## src/rtl/srr_pkg.sv

```systemverilog
package srr_pkg;
    typedef enum logic [2:0] {
        SRR_IDLE,
        SRR_CSLOW,
        SRR_SKLO,
        SRR_SKHI,
        SRR_DONE
    } srr_state_e;

    localparam int          SRR_PFX_W    = 3;
    localparam logic [2:0]  SRR_READ_PFX = 3'b110;
endpackage

```

## src/rtl/srr_timer.sv

```systemverilog
module srr_timer #(
    parameter int CNT_W = 8
) (
    input  logic             clk_i,
    input  logic             rst_ni,
    input  logic             load_i,
    input  logic [CNT_W-1:0] val_i,
    output logic             expired_o
);
    logic [CNT_W-1:0] cnt_d, cnt_q;

    always_comb begin
        cnt_d = cnt_q;
        if (load_i) begin
            cnt_d = val_i;
        end else if (cnt_q != '0) begin
            cnt_d = cnt_q - 1'b1;
        end
    end

    always_ff @(posedge clk_i) begin
        if (!rst_ni) begin
            cnt_q <= '0;
        end else begin
            cnt_q <= cnt_d;
        end
    end

    assign expired_o = (cnt_q == '0);
endmodule

```

## src/rtl/srr_shreg.sv

```systemverilog
module srr_shreg #(
    parameter int W = 8
) (
    input  logic         clk_i,
    input  logic         rst_ni,
    input  logic         load_i,
    input  logic [W-1:0] load_val_i,
    input  logic         shift_i,
    input  logic         ser_i,
    output logic [W-1:0] q_o
);
    logic [W-1:0] sh_d, sh_q;

    always_comb begin
        sh_d = sh_q;
        if (load_i) begin
            sh_d = load_val_i;
        end else if (shift_i) begin
            sh_d = {sh_q[W-2:0], ser_i};
        end
    end

    always_ff @(posedge clk_i) begin
        if (!rst_ni) begin
            sh_q <= '0;
        end else begin
            sh_q <= sh_d;
        end
    end

    assign q_o = sh_q;
endmodule

```

## src/rtl/serial_rom_reader.sv

```systemverilog
module serial_rom_reader
    import srr_pkg::*;
#(
    parameter int CLK_PER_US   = 200,
    parameter int CS_LOW_US    = 1,
    parameter int SK_PERIOD_US = 4,
    parameter int ADDR_W       = 6,
    parameter int DATA_W       = 16
) (
    input  logic              clk_i,
    input  logic              rst_ni,
    input  logic              req_i,
    input  logic [ADDR_W-1:0] addr_i,
    output logic              done_o,
    output logic [DATA_W-1:0] data_o,
    output logic              rom_cs_o,
    output logic              rom_sk_o,
    output logic              rom_mosi_o,
    input  logic              rom_miso_i
);
    localparam int HALF_CYC  = (CLK_PER_US * SK_PERIOD_US + 1) / 2;
    localparam int CSLOW_CYC = CLK_PER_US * CS_LOW_US;
    localparam int TMR_MAX   = (HALF_CYC > CSLOW_CYC) ? HALF_CYC : CSLOW_CYC;
    localparam int TMR_W     = $clog2(TMR_MAX + 1);
    localparam int CMD_W     = SRR_PFX_W + ADDR_W;
    localparam int NBITS     = CMD_W + DATA_W;
    localparam int BIT_W     = $clog2(NBITS + 1);

    typedef struct packed {
        srr_state_e        state;
        logic [BIT_W-1:0]  bit_idx;
        logic [DATA_W-1:0] word;
    } ctl_t;

    ctl_t c_d, c_q;

    logic             tmr_load;
    logic [TMR_W-1:0] tmr_val;
    logic             tmr_exp;
    logic             tx_load, tx_shift;
    logic             rx_load, rx_shift;
    logic [NBITS-1:0] tx_vec;
    logic [DATA_W-1:0] rx_vec;

    srr_timer #(.CNT_W(TMR_W)) tmr_i (
        .clk_i     (clk_i),
        .rst_ni    (rst_ni),
        .load_i    (tmr_load),
        .val_i     (tmr_val),
        .expired_o (tmr_exp)
    );

    srr_shreg #(.W(NBITS)) tx_i (
        .clk_i      (clk_i),
        .rst_ni     (rst_ni),
        .load_i     (tx_load),
        .load_val_i ({SRR_READ_PFX, addr_i, {DATA_W{1'b0}}}),
        .shift_i    (tx_shift),
        .ser_i      (1'b0),
        .q_o        (tx_vec)
    );

    srr_shreg #(.W(DATA_W)) rx_i (
        .clk_i      (clk_i),
        .rst_ni     (rst_ni),
        .load_i     (rx_load),
        .load_val_i ({DATA_W{1'b0}}),
        .shift_i    (rx_shift),
        .ser_i      (rom_miso_i),
        .q_o        (rx_vec)
    );

    always_comb begin
        c_d      = c_q;
        tmr_load = 1'b0;
        tmr_val  = '0;
        tx_load  = 1'b0;
        tx_shift = 1'b0;
        rx_load  = 1'b0;
        rx_shift = 1'b0;
        case (c_q.state)
            SRR_IDLE: begin
                if (req_i) begin
                    c_d.state   = SRR_CSLOW;
                    c_d.bit_idx = '0;
                    tmr_load    = 1'b1;
                    tmr_val     = TMR_W'(CSLOW_CYC - 1);
                    tx_load     = 1'b1;
                    rx_load     = 1'b1;
                end
            end
            SRR_CSLOW: begin
                if (tmr_exp) begin
                    c_d.state = SRR_SKLO;
                    tmr_load  = 1'b1;
                    tmr_val   = TMR_W'(HALF_CYC - 1);
                end
            end
            SRR_SKLO: begin
                if (tmr_exp) begin
                    c_d.state = SRR_SKHI;
                    tmr_load  = 1'b1;
                    tmr_val   = TMR_W'(HALF_CYC - 1);
                    rx_shift  = (c_q.bit_idx >= BIT_W'(CMD_W));
                end
            end
            SRR_SKHI: begin
                if (tmr_exp) begin
                    if (c_q.bit_idx == BIT_W'(NBITS - 1)) begin
                        c_d.state = SRR_DONE;
                        c_d.word  = rx_vec;
                    end else begin
                        c_d.state   = SRR_SKLO;
                        c_d.bit_idx = c_q.bit_idx + 1'b1;
                        tmr_load    = 1'b1;
                        tmr_val     = TMR_W'(HALF_CYC - 1);
                        tx_shift    = 1'b1;
                    end
                end
            end
            SRR_DONE: c_d.state = SRR_IDLE;
            default:  c_d.state = SRR_IDLE;
        endcase
    end

    always_ff @(posedge clk_i) begin
        if (!rst_ni) begin
            c_q <= '{state: SRR_IDLE, bit_idx: '0, word: '0};
        end else begin
            c_q <= c_d;
        end
    end

    assign rom_cs_o   = (c_q.state == SRR_SKLO) || (c_q.state == SRR_SKHI);
    assign rom_sk_o   = (c_q.state == SRR_SKHI);
    assign rom_mosi_o = rom_cs_o & tx_vec[NBITS-1];
    assign done_o     = (c_q.state == SRR_DONE);
    assign data_o     = c_q.word;

    AST_CS_RISE_GUARDED: assert property (@(posedge clk_i) disable iff (!rst_ni)
        $rose(rom_cs_o) |-> (!rom_sk_o && $past(c_q.state) == SRR_CSLOW)) else $error("cs rise");
    AST_SK_INSIDE_CS: assert property (@(posedge clk_i) disable iff (!rst_ni)
        rom_sk_o |-> rom_cs_o) else $error("sk without cs");
    AST_MOSI_HOLD_SKHI: assert property (@(posedge clk_i) disable iff (!rst_ni)
        (rom_sk_o && $past(rom_sk_o)) |-> $stable(rom_mosi_o)) else $error("mosi moved");
    AST_TX_TAIL_ZERO: assert property (@(posedge clk_i) disable iff (!rst_ni)
        (rom_cs_o && c_q.bit_idx >= BIT_W'(CMD_W)) |-> (tx_vec == '0)) else $error("tail");
    AST_DONE_PULSE: assert property (@(posedge clk_i) disable iff (!rst_ni)
        done_o |=> !done_o) else $error("done width");
    AST_DONE_AFTER_SK: assert property (@(posedge clk_i) disable iff (!rst_ni)
        done_o |-> (!rom_cs_o && $past(rom_sk_o))) else $error("done place");
    AST_NO_RESTART: assert property (@(posedge clk_i) disable iff (!rst_ni)
        rom_cs_o |=> (c_q.state != SRR_CSLOW)) else $error("restart");
    AST_WORD_HELD: assert property (@(posedge clk_i) disable iff (!rst_ni)
        !$stable(data_o) |-> done_o) else $error("word moved");
endmodule

```

## config.mk

```make
export PLATFORM = sky130hd
export DESIGN_NAME = serial_rom_reader
export DESIGN_NICKNAME = d
export VERILOG_FILES = /design/src/rtl/srr_pkg.sv /design/src/rtl/srr_timer.sv /design/src/rtl/srr_shreg.sv /design/src/rtl/serial_rom_reader.sv
export SDC_FILE = /design/constraint.sdc
export NUM_CORES = 1
export LEC_CHECK = 0
export BUFFER_PORTS_ARGS = -buffer_cell sky130_fd_sc_hd__buf_2
export CORE_MARGIN = 5
export CORE_UTILIZATION = 45
export CTS_CLUSTER_DIAMETER = 50
export DETAILED_ROUTE_END_ITERATION = 8
export PLACE_DENSITY = 0.66
export SLEW_MARGIN = 20
export SYNTH_ARGS = -nofsm -noshare
export SYNTH_HDL_FRONTEND = slang
export SYNTH_SLANG_ARGS = --single-unit
export TNS_END_PERCENT = 50
```

## constraint.sdc

```tcl
create_clock -name clk_i -period 3 [get_ports clk_i]
set_input_delay 0.15 -clock clk_i [delete_from_list [all_inputs] [get_ports clk_i]]
set_output_delay 0.15 -clock clk_i [all_outputs]
set_load 0.01 [all_outputs]
```

==> impl_metrics.env <==
export IMPL_drive_gt1_share_pct=22.29
export IMPL_dp_hpwl_um=3547
export IMPL_ys_flop_type="dfxtp_1"
export IMPL_io_pins=30
export IMPL_min_period_ps=2213
export IMPL_nets=323
export IMPL_critPathBufInv=1
export IMPL_crit_family="simple AND/OR/NAND/NOR gates"
export IMPL_path_cells="or4b_2, nand2_1, buf_4, nor2_1"
export IMPL_setup_worst_path_end_class="register"
export IMPL_drv_cap=0
export IMPL_layout_setup_ws_ps=787.1
export IMPL_grt_overflow=0
export IMPL_maxSlewHeadroom_pct=35.81
export IMPL_antenna_found_initial=0
export IMPL_rsz0062_at_grt="no"
export IMPL_dpl_instance_area_um2=2748
export IMPL_postCtsSetupBuffers=0
export IMPL_cp_start_kind="register"
export IMPL_whs_endpoint="rx_i.q_o[0]"
export IMPL_synth_cell_types=53
export IMPL_clockPowerShare_pct=39.1
export IMPL_drc_errors=0
export IMPL_yosysSeqAreaShare_pct=42.90
export IMPL_cts_tree="built"
export IMPL_antenna_left=0
export IMPL_grt_pass1_vias=1964
export IMPL_die_area_um2=7665
export IMPL_cpPeakStageDelay_ps=910
export IMPL_clk_latency_ps=330
export IMPL_final_util_pct=50.17
export IMPL_wirelength_um=5299
export IMPL_cts_sinks=58
export IMPL_grt_usage_pct=15.32
export IMPL_dp_cells=373
export IMPL_fillCellCount=564
export IMPL_p_per_area_nw_per_um2=635.6
export IMPL_fp_dieH_um=87.55
export IMPL_clkTransAtPathRegs_ps=70
export IMPL_synth_area_leader_cell="dfxtp_1"
export IMPL_cts_buffer_depth=2
export IMPL_drv_slew=0
export IMPL_p_seq_share_pct=46.2
export IMPL_ys_async_sr_fraction_pct=0
export IMPL_final_cell_area_um2=2953
export IMPL_reg2reg_from="c_q[21]"
export IMPL_grt_first_pass_wirelength_um=9128
export IMPL_firstDrtPassIters=4
export IMPL_fmax_mhz=451.9
export IMPL_avgSynthCellArea_um2=9.174
export IMPL_dr_first_iter_drc_count=127
export IMPL_yosys_register_bits=58
export IMPL_syn_nets=309
export IMPL_path_class="reg -> reg"
export IMPL_num_vias=2059
export IMPL_multi_input_area_um2=1276
export IMPL_yosys_top_cells_area="dfxtp_1 (43%), mux2i_1 (6.7%), nand2_1 (5.8%), buf_4 (4.4%), nor2_1 (4.0%)"
export IMPL_worstHoldStart="rom_miso_i"
export IMPL_hold_class="in -> reg"
export IMPL_yosysTopAreaCellShare_pct=42.90
export IMPL_post_place_ws_ps=804.4
export IMPL_cts_inserted_buffers=9
export IMPL_final_setup_tns_ps=0
export IMPL_r2r_slack_ps=790
export IMPL_p_switching_mw=0.5239
export IMPL_whs_path_depth=3
export IMPL_slowest_stage="or4b_2"
export IMPL_antenna_cells=0
export IMPL_rows=28
export IMPL_seq_area_um2=1161
export IMPL_combPwrFrac_pct=14.8
export IMPL_cp_max_fo=15
export IMPL_port_buffers=29
export IMPL_fin_hold_ws_ps=60.58
export IMPL_core_um2=5886
export IMPL_power_leakage_nw=1.223
export IMPL_tightest_slew_ps=960.4
export IMPL_ctsResizeCount=0
export IMPL_htree_levels=3
export IMPL_ir_worst_vdd_uv=351.0
export IMPL_r2r_cells=4
export IMPL_p_total_mw=1.877
export IMPL_hold_viol=0
export IMPL_die_x_um=87.55
export IMPL_synth_edf_count=0
export IMPL_worstPathArrival_ps=2430
export IMPL_area_delta_synth_final_pct=9.108
export IMPL_synth_warning_count=0
export IMPL_finalCritPeriodShare_pct=73.76
export IMPL_netlist_instances=295
export IMPL_synthesis_area_um2=2706
export IMPL_place_gp_congestion=0.7981
export IMPL_swShare_pct=27.92
export IMPL_intPower_mw=1.353
export IMPL_finalSetupViolCount=0
export IMPL_r2r_end="rx_i.q_o[13]"
export IMPL_required_ps=3220
export IMPL_finalClockSkew_ps=7.749
export IMPL_instances_no_fill=389
export IMPL_vias_per_cell=5.293
export IMPL_status="finished clean"
export IMPL_initial_core_util_pct=45.98
export IMPL_hold_buffers=0
export IMPL_grt_max_degree=25
export IMPL_cts_root_buf="clkbuf_8"
export IMPL_routedWlPerCell_um=13.62
-- worst max path at each step --
stage | from | end | slack, ps | cells past startpoint
6_report | c_q[21] | rx_i.q_o[13] | 790 | 4
5_1_grt | c_q[22] | c_q[18] | 600 | 5
4_1_cts | c_q[21] | rx_i.q_o[13] | 790 | 4
3_5_place_dp | c_q[21] | rx_i.q_o[13] | 800 | 4
3_3_place_gp | c_q[21] | rx_i.q_o[15] | 860 | 4
2_1_floorplan | c_q[17] | rx_i.q_o[6] | 1130 | 7
-- cell type report --
cell class	instances	area share [%]
clock buffer	12	5.254
clock inverter	4	1.695
inverter	9	1.144
multi-input combinational	197	43.22
sequential	58	39.32
tap	75	3.178
timing repair buffer	34	6.186
-- worst min-delay path, stage by stage --
cell and delay (ps):
buf_2 80, mux2i_1 50, nor2_1 70
-- power by group through the flow --
stage | Sequential (mW) | Clock [mW] | Combinational, mW
floorplan | 0.866 | 0 | 0.240
global placement | 0.880 | 0 | 0.275
detailed placement | 0.883 | 0 | 0.276
CTS | 0.866 | 0.751 | 0.278
global route | 0.873 | 0.791 | 0.310
finish | 0.866 | 0.733 | 0.277
-- kinds of logic (layout without fill, tap and decap cells) --
| kind of cell | count (synthesis) | after routing | synth area share (%) |
|---|---|---|---|
| muxes | 18 | 18 | 6.657 |
| AOI/OAI and AO/OA | 56 | 56 | 14.19 |
| xor gates and xnor gates | 2 | 2 | 0.6474 |
| DFF | 58 | 58 | 42.90 |
| adders and majority gates | 4 | 4 | 1.849 |
| buffers and inverters | 40 | 59 | 9.940 |
| and+or+nand+nor | 117 | 117 | 23.81 |
-- flip-flops by register name, summed over array words and instances (netlist names) --
register	cells
data_o	16
rx_i.q_o	16
tmr_i.cnt_q	9
tx_i.q_o	9
c_q	8
-- metal layers --
metal	vias to the layer above	track usage (%)	share of wire, %
met4	0	8.368	0.62
met1	972	20.30	50
met5	-	0	0
met2	27	22.88	46
met3	5	3.763	3.0
li1	1055	-	-
-- synthesized netlist by cell type (3+ instances only) --
cell type  instances
nor4_1             4
a21oi_1           18
mux2i_1           18
buf_4             16
o21ai_0            8
and2_1             3
nor3_1             4
nand3_1            4
buf_6              3
nand4_1            5
inv_1              9
buf_2              4
a21oi_2           10
or3_1              5
a31oi_1            4
nor2_1            29
a211oi_1           6
ha_1               4
nand2_1           42
clkbuf_1           4
dfxtp_1           58
-- cell usage in the layout (no fill, tap or decap), types with 3 or more instances in the layout --
master,synthesis,layout
buf_4,16,5
and2_1,3,3
mux2i_1,18,18
nor4_1,4,4
buf_2,4,29
a211oi_1,6,6
nand4_1,5,5
a21oi_2,10,10
nand3_1,4,4
dfxtp_1,58,58
or3_1,5,5
a21oi_1,18,18
inv_1,9,9
o21ai_0,8,8
a31oi_1,4,4
clkbuf_8,2,11
nor2_1,29,29
nand2_1,42,42
nor3_1,4,4
ha_1,4,4
Note: power is estimated with default switching activity, not from simulation.
